--- src/rtl/xcvr_pkg.sv ---
package xcvr_pkg;
  typedef enum logic {
    XFER_B_TO_A = 1'b0,
    XFER_A_TO_B = 1'b1
  } xfer_dir_e;

  localparam int unsigned LANE_AB = 0;
  localparam int unsigned LANE_BA = 1;
  localparam int unsigned NUM_LANES = 2;
endpackage

--- src/rtl/xcvr_strobe_edge.sv ---
module xcvr_strobe_edge #(
  parameter int unsigned SYNC_STAGES = 2
) (
  input  logic clk,
  input  logic rst,
  input  logic strobe_async,
  output logic rise_pulse
);
  localparam int unsigned LAST = SYNC_STAGES - 1;

  logic [SYNC_STAGES-1:0] sync_q;
  logic                   prev_q;

  always_ff @(posedge clk) begin
    if (rst) begin
      sync_q <= '0;
      prev_q <= 1'b0;
    end else begin
      sync_q <= {sync_q[SYNC_STAGES-2:0], strobe_async};
      prev_q <= sync_q[LAST];
    end
  end

  assign rise_pulse = sync_q[LAST] & ~prev_q;
endmodule

--- src/rtl/xcvr_capture_reg.sv ---
module xcvr_capture_reg #(
  parameter int unsigned W = 8
) (
  input  logic         clk,
  input  logic         rst,
  input  logic         load,
  input  logic [W-1:0] d,
  output logic [W-1:0] q
);
  always_ff @(posedge clk) begin
    if (rst)       q <= '0;
    else if (load) q <= d;
  end
endmodule

--- src/rtl/xcvr_port_drive.sv ---
module xcvr_port_drive #(
  parameter int unsigned W = 8
) (
  input  logic         en,
  input  logic         use_stored,
  input  logic [W-1:0] live,
  input  logic [W-1:0] stored,
  output logic [W-1:0] data_o,
  output logic [W-1:0] oe_o
);
  logic [W-1:0] src;

  always_comb begin
    src    = use_stored ? stored : live;
    data_o = en ? ~src : '0;
    oe_o   = {W{en}};
  end
endmodule

--- src/rtl/xcvr_bus_bridge.sv ---
module xcvr_bus_bridge
  import xcvr_pkg::*;
#(
  parameter int unsigned W           = 8,
  parameter int unsigned SYNC_STAGES = 2
) (
  input  logic         clk,
  input  logic         rst,
  input  logic         oe_n,
  input  logic         dir,
  input  logic         sel_ab,
  input  logic         sel_ba,
  input  logic         stb_ab,
  input  logic         stb_ba,
  input  logic [W-1:0] a_in,
  output logic [W-1:0] a_out,
  output logic [W-1:0] a_oe,
  input  logic [W-1:0] b_in,
  output logic [W-1:0] b_out,
  output logic [W-1:0] b_oe
);
  logic [NUM_LANES-1:0] strobe_v;
  logic [NUM_LANES-1:0] load_v;
  logic [W-1:0]         cap_d [NUM_LANES];
  logic [W-1:0]         cap_q [NUM_LANES];

  assign strobe_v[LANE_AB] = stb_ab;
  assign strobe_v[LANE_BA] = stb_ba;
  assign cap_d[LANE_AB]    = a_in;
  assign cap_d[LANE_BA]    = b_in;

  // One synchroniser, edge detector and register per transfer lane
  for (genvar g = 0; g < NUM_LANES; g++) begin : g_lane
    xcvr_strobe_edge #(.SYNC_STAGES(SYNC_STAGES)) u_edge (
      .clk          (clk),
      .rst          (rst),
      .strobe_async (strobe_v[g]),
      .rise_pulse   (load_v[g])
    );
    xcvr_capture_reg #(.W(W)) u_reg (
      .clk  (clk),
      .rst  (rst),
      .load (load_v[g]),
      .d    (cap_d[g]),
      .q    (cap_q[g])
    );
  end

  logic         load_ab, load_ba;
  logic [W-1:0] store_ab_q, store_ba_q;
  assign load_ab    = load_v[LANE_AB];
  assign load_ba    = load_v[LANE_BA];
  assign store_ab_q = cap_q[LANE_AB];
  assign store_ba_q = cap_q[LANE_BA];

  // Reset forces isolation; at most one side is enabled
  logic drive_a, drive_b;
  always_comb begin
    drive_a = !rst && !oe_n && (xfer_dir_e'(dir) == XFER_B_TO_A);
    drive_b = !rst && !oe_n && (xfer_dir_e'(dir) == XFER_A_TO_B);
  end

  xcvr_port_drive #(.W(W)) u_drive_a (
    .en         (drive_a),
    .use_stored (sel_ba),
    .live       (b_in),
    .stored     (store_ba_q),
    .data_o     (a_out),
    .oe_o       (a_oe)
  );

  xcvr_port_drive #(.W(W)) u_drive_b (
    .en         (drive_b),
    .use_stored (sel_ab),
    .live       (a_in),
    .stored     (store_ab_q),
    .data_o     (b_out),
    .oe_o       (b_oe)
  );
endmodule

--- config.mk ---
export PLATFORM = sky130hd
export DESIGN_NAME = xcvr_bus_bridge
export DESIGN_NICKNAME = d
export VERILOG_FILES = /design/src/rtl/xcvr_pkg.sv /design/src/rtl/xcvr_strobe_edge.sv /design/src/rtl/xcvr_capture_reg.sv /design/src/rtl/xcvr_port_drive.sv /design/src/rtl/xcvr_bus_bridge.sv
export SDC_FILE = /design/constraint.sdc
export NUM_CORES = 1
export LEC_CHECK = 0
export ABC_AREA = 1
export BUFFER_PORTS_ARGS = -buffer_cell sky130_fd_sc_hd__buf_4
export CAP_MARGIN = 20
export CELL_PAD_IN_SITES_DETAIL_PLACEMENT = 0
export CELL_PAD_IN_SITES_GLOBAL_PLACEMENT = 1
export CORE_ASPECT_RATIO = 1.25
export CORE_MARGIN = 5
export CORE_UTILIZATION = 31
export DETAILED_ROUTE_END_ITERATION = 10
export GPL_ROUTABILITY_DRIVEN = 0
export PLACE_DENSITY_LB_ADDON = 0.1
export SLEW_MARGIN = 5
export SYNTH_ARGS = -nofsm -noshare
export SYNTH_HDL_FRONTEND = slang
export SYNTH_SLANG_ARGS = --single-unit
--- constraint.sdc ---
create_clock -name clk -period 1.25 [get_ports clk]
set_input_delay 0.25 -clock clk [delete_from_list [all_inputs] [get_ports clk]]
set_output_delay 0.25 -clock clk [all_outputs]
set_load 0.02 [all_outputs]
==> After elaboration in Yosys (flattened, before gate mapping) <==
Index checks and enable logic that the tools add are counted.
{ "totals": {"word_cells": 22, "reg_bits": 22, "inputBits": 24} }
{ "op_classes": {"n_reduce_logical": 5, "n_mux": 4, "n_bitwise": 7} }
{ "ops": {"columns": ["cell", "n"], "rows": [
  ["8-bit 2-to-1 mux", 4],
  ["8-bit NOT", 2],
  ["1-bit logical AND", 3],
  ["1-bit NOT", 3],
  ["1-bit AND", 2],
  ["1-bit zero test", 2]
]} }

==> Depth between registers and ports, before layout <==
Gate-level depths: netlist of the first run.
{ "depth": {"ltp_word": 4, "mapped_depth": 5} }

==> Modules after synthesis <==
Synthesis of the first run repeated with hierarchy kept, for this count alone.
{ "unflattened": {"hier_cells": 230, "hier_area_um2": 1391.3} }
{ "modules_own_cells": {"columns": ["module", "area_each_um2", "n_inst", "cells_each"], "rows": [
  ["xcvr_capture_reg", 341.6, 2, 51],
  ["xcvr_port_drive", 256.5, 2, 51],
  ["xcvr_strobe_edge", 86.3, 2, 10],
  ["xcvr_bus_bridge", 22.5, 1, 6]
]} }

==> Least setup slack after synthesis of the first run <==
No wires, ideal clock.
{ "synth_path": {"path_kind": "in2out", "startpoint": "in rst", "endpoint": "out a_oe[0]", "slack_ns": 0.080, "arrival_time_ns": 0.920, "path_stages": 5, "cell_sequence": "buf_6 -> inv_8 -> nand3_2 -> inv_1 -> buf_4"} }
{ "synth_between": {"elab_chain_len": 3} }
{ "synth_lines": {"columns": ["element", "line_no", "source"], "rows": [
  ["start: declaration", "xcvr_bus_bridge.sv:8", "input logic rst,"],
  ["1-bit zero test", "xcvr_bus_bridge.sv:59", "drive_a = !rst && !oe_n && (xfer_dir_e'(dir) == XFER_B_TO_A);"],
  ["1-bit logical AND (2 in a row)", "xcvr_bus_bridge.sv:59", null],
  ["end: declaration", "xcvr_bus_bridge.sv:17", "output logic [W-1:0] a_oe,"]
]} }
No other way between the ends.

==> Worst setup path in the final report of the first run <==
{ "layout_path": {"startpoint": "reg g_lane[0].u_reg.q[7]", "endpoint": "out b_out[7]"} }
{ "layout_between": {"elab_chain_len": 3} }
{ "layout_lines": {"columns": ["element", "line_no", "source"], "rows": [
  ["start: declaration", "xcvr_capture_reg.sv:8", "output logic [W-1:0] q"],
  ["start signal: assignment", "xcvr_capture_reg.sv:11", "if (rst) q <= '0;"],
  ["start signal: assignment", "xcvr_capture_reg.sv:12", "else if (load) q <= d;"],
  ["8-bit 2-to-1 mux", "xcvr_port_drive.sv:14", "src = use_stored ? stored : live;"],
  ["8-bit NOT", "xcvr_port_drive.sv:15", "data_o = en ? ~src : '0;"],
  ["8-bit 2-to-1 mux", "xcvr_port_drive.sv:15", null],
  ["end: declaration", "xcvr_bus_bridge.sv:19", "output logic [W-1:0] b_out,"]
]} }
No other way between the ends.

==> results of run 1 <==
[cells in the mapped netlist]
cell,n,area [um2]
nand3_1,16,80.08
inv_2,2,7.510
inv_8,1,11.26
nand3_2,2,20.02
nor2_4,2,22.52
nor2_1,54,202.7
buf_6,5,56.30
inv_1,26,97.59
o21ai_0,16,80.08
buf_4,17,127.6
nand2_1,32,120.1
dfxtp_1,22,440.4
[worst paths after layout]
| path | startpoint | to | cells past startpoint |
|---|---|---|---|
| hold reg to reg | g_lane[0].u_edge.sync_q[0]$_SDFF_PP0_ | g_lane[0].u_edge.sync_q[1]$_SDFF_PP0_ | 2 |
| hold / removal | stb_ab | g_lane[0].u_edge.sync_q[0]$_SDFF_PP0_ | 3 |
| setup / recovery | g_lane[0].u_reg.q[7]$_SDFFE_PP0P_ | b_out[7] | 4 |
| setup reg to reg | g_lane[0].u_edge.prev_q$_SDFF_PP0_ | g_lane[0].u_reg.q[7]$_SDFFE_PP0P_ | 4 |
[power groups by stage]
| stage | clock network, mW | registers (mW) | logic, mW |
|---|---|---|---|
| floorplan | 0 | 0.765 | 0.236 |
| global route | 0.556 | 0.760 | 0.411 |
| global placement | 0 | 0.768 | 0.351 |
| finish | 0.501 | 0.755 | 0.365 |
| detailed placement | 0 | 0.769 | 0.357 |
| CTS | 0.533 | 0.753 | 0.361 |
[timing repair]
item                                    in CTS  in global routing
gates resized for setup                      3                 24
pin swaps                                    0                  4
gates cloned                                 0                  0
endpoints found under the setup margin       9                 24
[routing by layer]
layer	share of wire [%]	wire [um]	up-vias	global-route usage, %
li1	-	-	659	-
met1	41	1215	526	13.45
met2	51	1506	30	21.24
met3	6.9	203	4	2.189
met4	1.1	33	0	4.260
met5	0	0	-	0
[registers in the layout, summed over array words and instances, names as in the netlist]
register,flops
g_lane.u_edge.sync_q,4
g_lane.u_edge.prev_q,2
g_lane.u_reg.q,16
[worst reg2reg max path, cell delays in order, from the launching register on]
cell     delay (ps)
dfxtp_1         340
inv_1           230
nand3_1         120
nand2_1          80
nor2_1           40
[kinds of logic (layout without fill, tap and decap cells)]
logic type | count (synthesis) | in the layout
buffers and inverters | 51 | 94
and+or+nand+nor | 106 | 106
DFF | 22 | 22
AOI/OAI and AO/OA | 16 | 16
[metrics by stage]
step	util [%]	instances	hold WS [ps]
2_1_floorplan	-	195	357.0
3_3_place_gp	40.23	290	398.7
3_5_place_dp	40.23	290	400.8
4_1_cts	41.78	294	185.9
5_1_grt	42.77	294	184.7
6_report	42.77	294	190.2
[cell type report]
cell class / instances / area [um2] / area share, %
inverters: 29 / 116.4 / 6.744
multi-input cells: 122 / 554.3 / 32.12
flip-flops and latches: 22 / 451.7 / 26.18
well taps: 56 / 70.07 / 4.061
repair buffers: 61 / 478.0 / 27.70
clock buffers: 4 / 55.05 / 3.191
[cell usage in the layout (no fill, tap or decap)]
master    synthesis  final
nand2_1          32     30
nand3_2           2      1
nor2_1           54     52
inv_1            26     23
inv_2             2      5
dfxtp_1          22     13
inv_8             1      1
buf_4            17     58
dfxtp_2           0      9
o21ai_1           0      2
nor2_4            2      2
nand2_2           0      2
o21ai_0          16     11
buf_6             5      2
nand3_1          16     16
o21ai_2           0      3
buf_12            0      1
clkbuf_8          0      4
nand3_4           0      1
nor2_2            0      2
==> out/qor.yml, run 1 <==
clock_tree:
  cts-root-buf: "clkbuf_8"
  clock-sinks: 22
  cts_tree: "done"
  h-tree-depth: 1
  cts_hold_buf: 0
  cts_buffer_depth: 2
  cts_setup_buffers: 0
  clk-insertion-delay-late_ps: 260
  clk_pin_slew_ps: 80
  numCtsBuffers: 3
power_and_ir_drop:
  power-per-cell-area_mw_per_mm2: 940.1
  power_mw: 1.622
  sequentialPowerShare_pct: 46.6
  p_int_mw: 1.185
  irDropWorstVdd_v: 0.0004794
  switching_share_pct: 26.94
  p_leak_nw: 0.8838
  pwr-share-comb_pct: 22.5
  clockPowerShare_pct: 30.9
  netSwitchingPower_mw: 0.4370
worst_setup_path:
  critical_path_class: "flop to output port"
  r2r_setup_slack_ps: 350
  path_cells: "nand2_1 -> o21ai_0 -> nor2_1 -> buf_4"
  critPathBufInv: 1
  crit_path_end_kind: "output port"
  cp_slowest_cell: "dfxtp_2"
  cp_max_fo: 2
  max_stage_delay_ps: 320
  critPathRequiredTime_ps: 1000
  crit_path_start_kind: "flop"
  crit_family: "flip-flops"
  worstPathArrival_ps: 970
grt:
  grt_first_pass_wirelength_mm: 5.037
  grt_pass1_vias: 1185
  antenna_found_initial: 0
  globalRouteOverflowTotal: 0
  grt_max_degree: 17
  grt_usage_pct: 11.71
run:
  drv_cap: 0
cells_and_area:
  diodes: 0
  final_area_mm2: 0.001725
  nFillCells: 466
  final_nets: 263
  area_growth_pct: 36.26
  drive_gt1_share_pct: 38.24
timing:
  hold_viol: 0
  slew_viol_final: 0
  max_freq_ghz: 0.8211
  finalSetupTns_ps: 0
  fin_skew_ps: 1.072
  fin_crit_ps: 1218
  tightest_slew_ps: 273.7
  slew_headroom_pct: 81.73
  postLayoutSetupSlackWorst_ps: 32.17
  rsz0062_at_grt: "true"
  fin_crit_sh_pct: 97.43
  setup_violations: 0
logic_synthesis:
  synthAdderAreaFrac_pct: 0
  muxShareOfSynthArea_pct: 0
  ys_seq_area_share_pct: 34.78
  ys_ff_latch: 22
  synthSimpleGateAreaFrac_pct: 35.18
  synth_area_mm2: 0.001266
  ys_types: 12
  synth_nets: 219
  ys.warnings.count: 0
  synthesis.area_per_instance_um2: 6.493
  synthCells: 195
  synth_top_family_by_area: "simple AND/OR/NAND/NOR gates"
  synth_compound_area_share_pct: 6.324
  synth-xor-area-share_pct: 0
placement:
  io_buffers: 55
  dp_hpwl_mm: 2.370
  place_area_mm2: 0.001623
  dp_slack_ps: -83.99
drt:
  wl_mm: 2.958
  firstDrtPassIters: 4
  ant_nets: 0
  drt_iter0_markers: 34
  avgRoutedWirePerCell_um: 10.06
  vias_per_cell: 4.146
  drc: 0
  via_count: 1219
floorplanning:
  coreArea_mm2: 0.004034
  initial_core_util_pct: 31.39
  dieArea_mm2: 0.005471
  dieHeight_um: 81.46
  chipWidth_um: 67.17
  rows: 26
  io_pins: 56
status:
  status: "finished, final reports clean"
worst_hold_path:
  min_path_type: "input pin to flop"
Note: power is estimated with default switching activity, not from simulation.
==> run 2: changes to the inputs <==
--- a/config.mk
+++ b/config.mk
@@ -12,7 +12,7 @@
 export CELL_PAD_IN_SITES_GLOBAL_PLACEMENT = 1
 export CORE_ASPECT_RATIO = 1.25
 export CORE_MARGIN = 5
-export CORE_UTILIZATION = 31
+export CORE_UTILIZATION = 28
 export DETAILED_ROUTE_END_ITERATION = 10
 export GPL_ROUTABILITY_DRIVEN = 0
 export PLACE_DENSITY_LB_ADDON = 0.1
==> constraint.sdc (replaced) <==
create_clock -name clk -period 1.1 [get_ports clk]
set_input_delay 0.22 -clock clk [delete_from_list [all_inputs] [get_ports clk]]
set_output_delay 0.22 -clock clk [all_outputs]
set_load 0.02 [all_outputs]
==> run 2 against run 1 <==
Non-clock buffer count increased by 5; the run now ends with negative setup slack left; sequential cell count unchanged; sequential share of layout area decreased by 1.7 points; largest cell class unchanged; highest routed layer unchanged; critical path type is now input pin to output port; largest power group unchanged; first-iteration DRC count increased by 35%.
==> out/qor.yml, run 2 (synthesis results as in run 1) <==
clock_tree:
  cts_hold_buf: 0
  cts_buffer_depth: 2
  clk_pin_slew_ps: 80
  cts-root-buf: "clkbuf_8"
  numCtsBuffers: 3
  clock-sinks: 22
  clk-insertion-delay-late_ps: 260
  h-tree-depth: 1
  cts_tree: "done"
drt:
  via_count: 1262
  drt_iter0_markers: 46
  vias_per_cell: 4.193
  wl_mm: 3.482
  firstDrtPassIters: 4
  ant_nets: 0
  drc: 0
  avgRoutedWirePerCell_um: 11.57
worst_setup_path:
  crit_path_start_kind: "input pin"
  worstPathArrival_ps: 950
  crit_path_end_kind: "output port"
  r2r_setup_slack_ps: 210
  critPathRequiredTime_ps: 880
  path_cells: "buf_6 -> inv_4 -> nand3_4 -> clkbuf_2 -> nor2_1 -> buf_4"
  critPathBufInv: 4
  cp_max_fo: 6
  crit_family: "buffers and inverters"
  max_stage_delay_ps: 190
  cp_slowest_cell: "clkbuf_2"
  critical_path_class: "input pin to output port"
timing:
  postLayoutSetupSlackWorst_ps: -65.88
  tightest_slew_ps: 268.7
  setup_violations: 24
  rsz0062_at_grt: "true"
  hold_viol: 0
  slew_viol_final: 0
  fin_skew_ps: 2.263
  finalSetupTns_ps: -852.0
  max_freq_ghz: 0.8577
  fin_crit_sh_pct: 106.0
  slew_headroom_pct: 82.07
  fin_crit_ps: 1166
floorplanning:
  io_pins: 56
  dieArea_mm2: 0.005975
  rows: 27
  initial_core_util_pct: 28.83
  chipWidth_um: 70.15
  dieHeight_um: 85.19
  coreArea_mm2: 0.004392
grt:
  grt_usage_pct: 11.99
  grt_pass1_vias: 1285
  grt_max_degree: 17
  globalRouteOverflowTotal: 0
  grt_first_pass_wirelength_mm: 5.920
  antenna_found_initial: 0
cells_and_area:
  mostFrequentLayoutCells: "nor2_1, buf_4, nand2_1"
  area_growth_pct: 48.12
  final_area_mm2: 0.001876
  diodes: 0
  top_register: "g_lane.u_reg.q"
  final_common_cell: "nor2_1"
  nFillCells: 494
  final_nets: 269
  drive_gt1_share_pct: 43.62
  top_regs: "g_lane.u_reg.q: 16 flops, g_lane.u_edge.sync_q: 4 flops, g_lane.u_edge.prev_q: 2 flops"
  largest_reg_flops: 16
run:
  drv_cap: 0
power_and_ir_drop:
  p_leak_nw: 0.9193
  irDropWorstVdd_v: 0.0003524
  power-per-cell-area_mw_per_mm2: 974.1
placement:
  io_buffers: 55
  dp_hpwl_mm: 2.449
  place_area_mm2: 0.001628
worst_hold_path:
  min_path_type: "input pin to flop"
status:
  status: "complete, but fails checks"
  failed_checks: "negative setup slack"
-- run 2: changes by cell type in the layout (fill, tap and decap cells not counted), sizes merged --
| cell | change |
|---|---|
| buf | +4 |
| inv | -2 |
| nand3 | +1 |
| clkinvlp | +2 |
-- run 2: where the power goes --
group	internal [mW]	switching (mW)	total (mW)
Sequential	0.841	0.0209	0.862
Combinational	0.222	0.253	0.475
Clock	0.244	0.246	0.490
Total	1.31	0.520	1.83
-- run 2: path summary, 6_finish.rpt --
| kind | startpoint | endpoint | cells after the start |
|---|---|---|---|
| hold / removal | stb_ba | g_lane[1].u_edge.sync_q[0]$_SDFF_PP0_ | 3 |
| setup / recovery | oe_n | b_out[1] | 6 |
| hold reg to reg | g_lane[1].u_edge.sync_q[0]$_SDFF_PP0_ | g_lane[1].u_edge.sync_q[1]$_SDFF_PP0_ | 2 |
| setup reg to reg | g_lane[0].u_edge.prev_q$_SDFF_PP0_ | g_lane[0].u_reg.q[0]$_SDFFE_PP0P_ | 4 |
-- run 2: final cells by class --
cell class / count / area [um2] / share of cell area, %
multi-input cells: 123 / 588.1 / 31.35
well taps: 58 / 72.57 / 3.869
repair buffers: 66 / 583.1 / 31.09
flip-flops and latches: 22 / 459.2 / 24.48
inverters: 29 / 131.4 / 7.005
clock buffers: 3 / 41.29 / 2.201
-- run 2: what timing repair did --
item / CTS / global route
gates resized for setup: 30 / 43
buffers inserted: 1 / 2
pin swaps: 6 / 15
gates cloned: 1 / 0
setup endpoints to repair: 32 / 32
-- run 2: tightest hold or removal path: stages --
cell    delay, ps
buf_4          70
inv_1          30
nor2_1         60
-- run 2: metal layers --
| metal | up-vias | share of wire, % | track usage, % |
|---|---|---|---|
| met3 | 4 | 5.4 | 2.370 |
| met1 | 547 | 42 | 14.22 |
| met2 | 36 | 51 | 21.58 |
| li1 | 675 | - | - |
| met5 | - | 0 | 0 |
| met4 | 0 | 1.0 | 3.659 |
-- run 2: stage by stage --
stage,hold slack (ps),worst slack (ps),util [%],power [mW],instances
2_1_floorplan,327.0,-3.497,-,1.137,195
3_3_place_gp,389.2,-184.3,37.07,1.282,294
3_5_place_dp,401.0,-197.4,37.07,1.284,294
4_1_cts,154.7,-91.33,40.40,1.831,299
5_1_grt,183.4,-162.1,42.71,1.951,301
6_report,160.8,-65.88,42.71,1.827,301
==> run 3: changes to the inputs <==
--- a/config.mk
+++ b/config.mk
@@ -19,4 +19,5 @@
 export SLEW_MARGIN = 5
 export SYNTH_ARGS = -nofsm -noshare
 export SYNTH_HDL_FRONTEND = slang
+export SYNTH_HIERARCHICAL = 1
 export SYNTH_SLANG_ARGS = --single-unit
==> run 3 against run 2 <==
First-iteration DRC count fell by 41%; cell count is 12% higher; design area up 21%; highest routed layer unchanged; maximum frequency is 6.5% lower; global-route usage down 1.8 points; utilization increased by 5.0 points; synthesized cell count is 18% higher; sequential cell count unchanged; register-to-register slack lost 70 ps; the flow still finishes with violations (negative setup slack).
==> out/qor.yml, run 3 <==
timing:
  slew_viol_final: 0
  hold-worst-slack_ps: 159.6
  tightest_slew_ps: 261.2
  max_freq_ghz: 0.8023
  finalSetupTns_ps: -2887
  setup_violations: 30
  fin_skew_ps: 2.042
  postLayoutSetupSlackWorst_ps: -146.4
  rsz0062_at_grt: "true"
  hold_viol: 0
  fin_crit_ps: 1246
  slew_headroom_pct: 82.57
  fin_crit_sh_pct: 113.3
drt:
  wl_mm: 3.029
  vias_per_cell: 3.830
  via_count: 1287
  route.met3.wl_um: 210
  ant_nets: 0
  firstDrtPassIters: 3
  met2_wirelength_mm: 1.438
  drc: 0
  drt_iter0_markers: 27
  avgRoutedWirePerCell_um: 9.015
  m1WireLength_mm: 1.354
  top_layer_used: "met4"
floorplanning:
  coreArea_mm2: 0.004765
  dieHeight_um: 88.81
  chipWidth_um: 73.05
  dieArea_mm2: 0.006488
  initial_core_util_pct: 29.20
  rows: 28
  io_pins: 56
cells_and_area:
  mostFrequentLayoutCells: "nor2_1, inv_1, nand2_1"
  diodes: 0
  layoutNonFillerInstCount: 336
  final_nets: 301
  top_regs: "g_lane.u_reg/q: 16 flops, g_lane.u_edge/sync_q: 4 flops, g_lane.u_edge/prev_q: 2 flops"
  drive_gt1_share_pct: 43.84
  final_area_mm2: 0.002273
  top_register: "g_lane.u_reg/q"
  largest_reg_flops: 16
  area_growth_pct: 63.40
  utilization_pct: 47.72
  final_common_cell: "nor2_1"
clock_tree:
  cts_hold_buf: 0
  clk-insertion-delay-late_ps: 250
  cts-root-buf: "clkbuf_8"
  cts_buffer_depth: 2
  h-tree-depth: 1
  clk_pin_slew_ps: 80
  cts_tree: "done"
  numCtsBuffers: 3
  clock-sinks: 22
logic_synthesis:
  synth_flop_cell: "dfxtp_1"
  synthSimpleGateAreaFrac_pct: 38.94
  async_reset_ff_share_pct: 0
  synthesis.area_per_instance_um2: 6.049
  synthDominantAreaCellType: "dfxtp_1"
  ys_ff_latch: 22
  ys.warnings.count: 6
  synth_top_family_by_area: "simple AND/OR/NAND/NOR gates"
  muxShareOfSynthArea_pct: 0
  synthAdderAreaFrac_pct: 0
  synth_nets: 254
  synthTopCellsByArea: "dfxtp_1, nor2_1, nand2_1"
  synth_area_mm2: 0.001391
  yosys-top-cells-count: "nor2_1, nand2_1, inv_1"
  ys_types: 9
  synth-xor-area-share_pct: 0
  synth_compound_area_share_pct: 0
  synth_top_area_share_pct: 31.65
  synthCells: 230
  synth_edf_count: 0
  ys_seq_area_share_pct: 31.65
  yosysMostFrequentCell: "nor2_1"
power_and_ir_drop:
  p_leak_nw: 1.110
  power_mw: 1.998
  irDropWorstVdd_v: 0.0004006
  power-per-cell-area_mw_per_mm2: 879.1
worst_setup_path:
  reg2regPathDepth: 6
  crit_path_end_kind: "output port"
  worstPathArrival_ps: 1030
  crit_path_start_kind: "input pin"
  cp_max_fo: 7
  critical_path_class: "input pin to output port"
  critPathRequiredTime_ps: 880
placement:
  dp_slack_ps: -191.8
  dp_hpwl_mm: 2.158
  io_buffers: 55
  post-place-cells: 325
  place_area_mm2: 0.001937
grt:
  grt_first_pass_wirelength_mm: 5.354
  grt_pass1_vias: 1234
  antenna_found_initial: 0
  grt_usage_pct: 10.18
  grt_max_degree: 17
  globalRouteOverflowTotal: 0
run:
  drv_cap: 0
status:
  failed_checks: "negative setup slack"
  status: "complete, but fails checks"
worst_hold_path:
  min_path_type: "input pin to flop"
  hold-path-cell-count: 3
[run 3: cell count changes in the layout (fill, tap and decap cells not counted), sizes merged]
cell / delta
nand2: +33
nand3: -19
nor2: +18
inv: +16
o21ai: -16
buf: +2
clkinvlp: -2
clkbuf: +1
[run 3: final cells by class]
type                            count  area (um2)
Inverter                           43       185.2
Timing Repair Buffer               68       728.2
Tap cell                           60       75.07
Fill cell                         509        2491
Multi-Input combinational cell    139       785.8
Sequential cell                    22       444.2
Clock buffer                        4       55.05
[run 3: final timing paths]
path | end | startpoint | slack, ps
worst max-delay path | a_out[5] | rst | -150
worst min-delay path | g_lane[0].u_edge/sync_q[0]$_SDFF_PP0_ | stb_ab | 160
worst max register to register | g_lane[0].u_reg/q[6]$_SDFFE_PP0P_ | g_lane[0].u_edge/sync_q[1]$_SDFF_PP0_ | 140
worst min register to register | g_lane[0].u_edge/sync_q[1]$_SDFF_PP0_ | g_lane[0].u_edge/sync_q[0]$_SDFF_PP0_ | 400
[run 3: timing repair]
item | CTS | global route
cloned | 1 | 1
buffers inserted | 4 | 2
endpoints found under the setup margin | 24 | 30
pin swaps | 15 | 10
resized for setup | 30 | 28
[run 3: critical path, stage by stage]
cell,delay [ps]
buf_8,100
inv_8,50
nand2_8,50
nor2_4,160
buf_12,170
nand2_4,50
nor2_4,90
buf_6,110
[run 3: metal layers]
metal,track usage (%),vias to the layer above
met5,0,-
met3,1.932,2
met1,13.83,539
met4,3.523,0
met2,16.03,33
li1,-,713
[run 3: power breakdown]
part	leakage [nW]	internal, mW	switching (mW)
clock network	0.0288	0.318	0.250
registers	0.182	0.836	0.0179
logic	0.900	0.278	0.298
total	1.11	1.43	0.566
[run 3: cell families (layout without fill, tap and decap cells)]
kind of cell           after synthesis  count (layout)
AND/OR/NAND/NOR                    139             139
flip-flops                          22              22
buffers and inverters               69             115
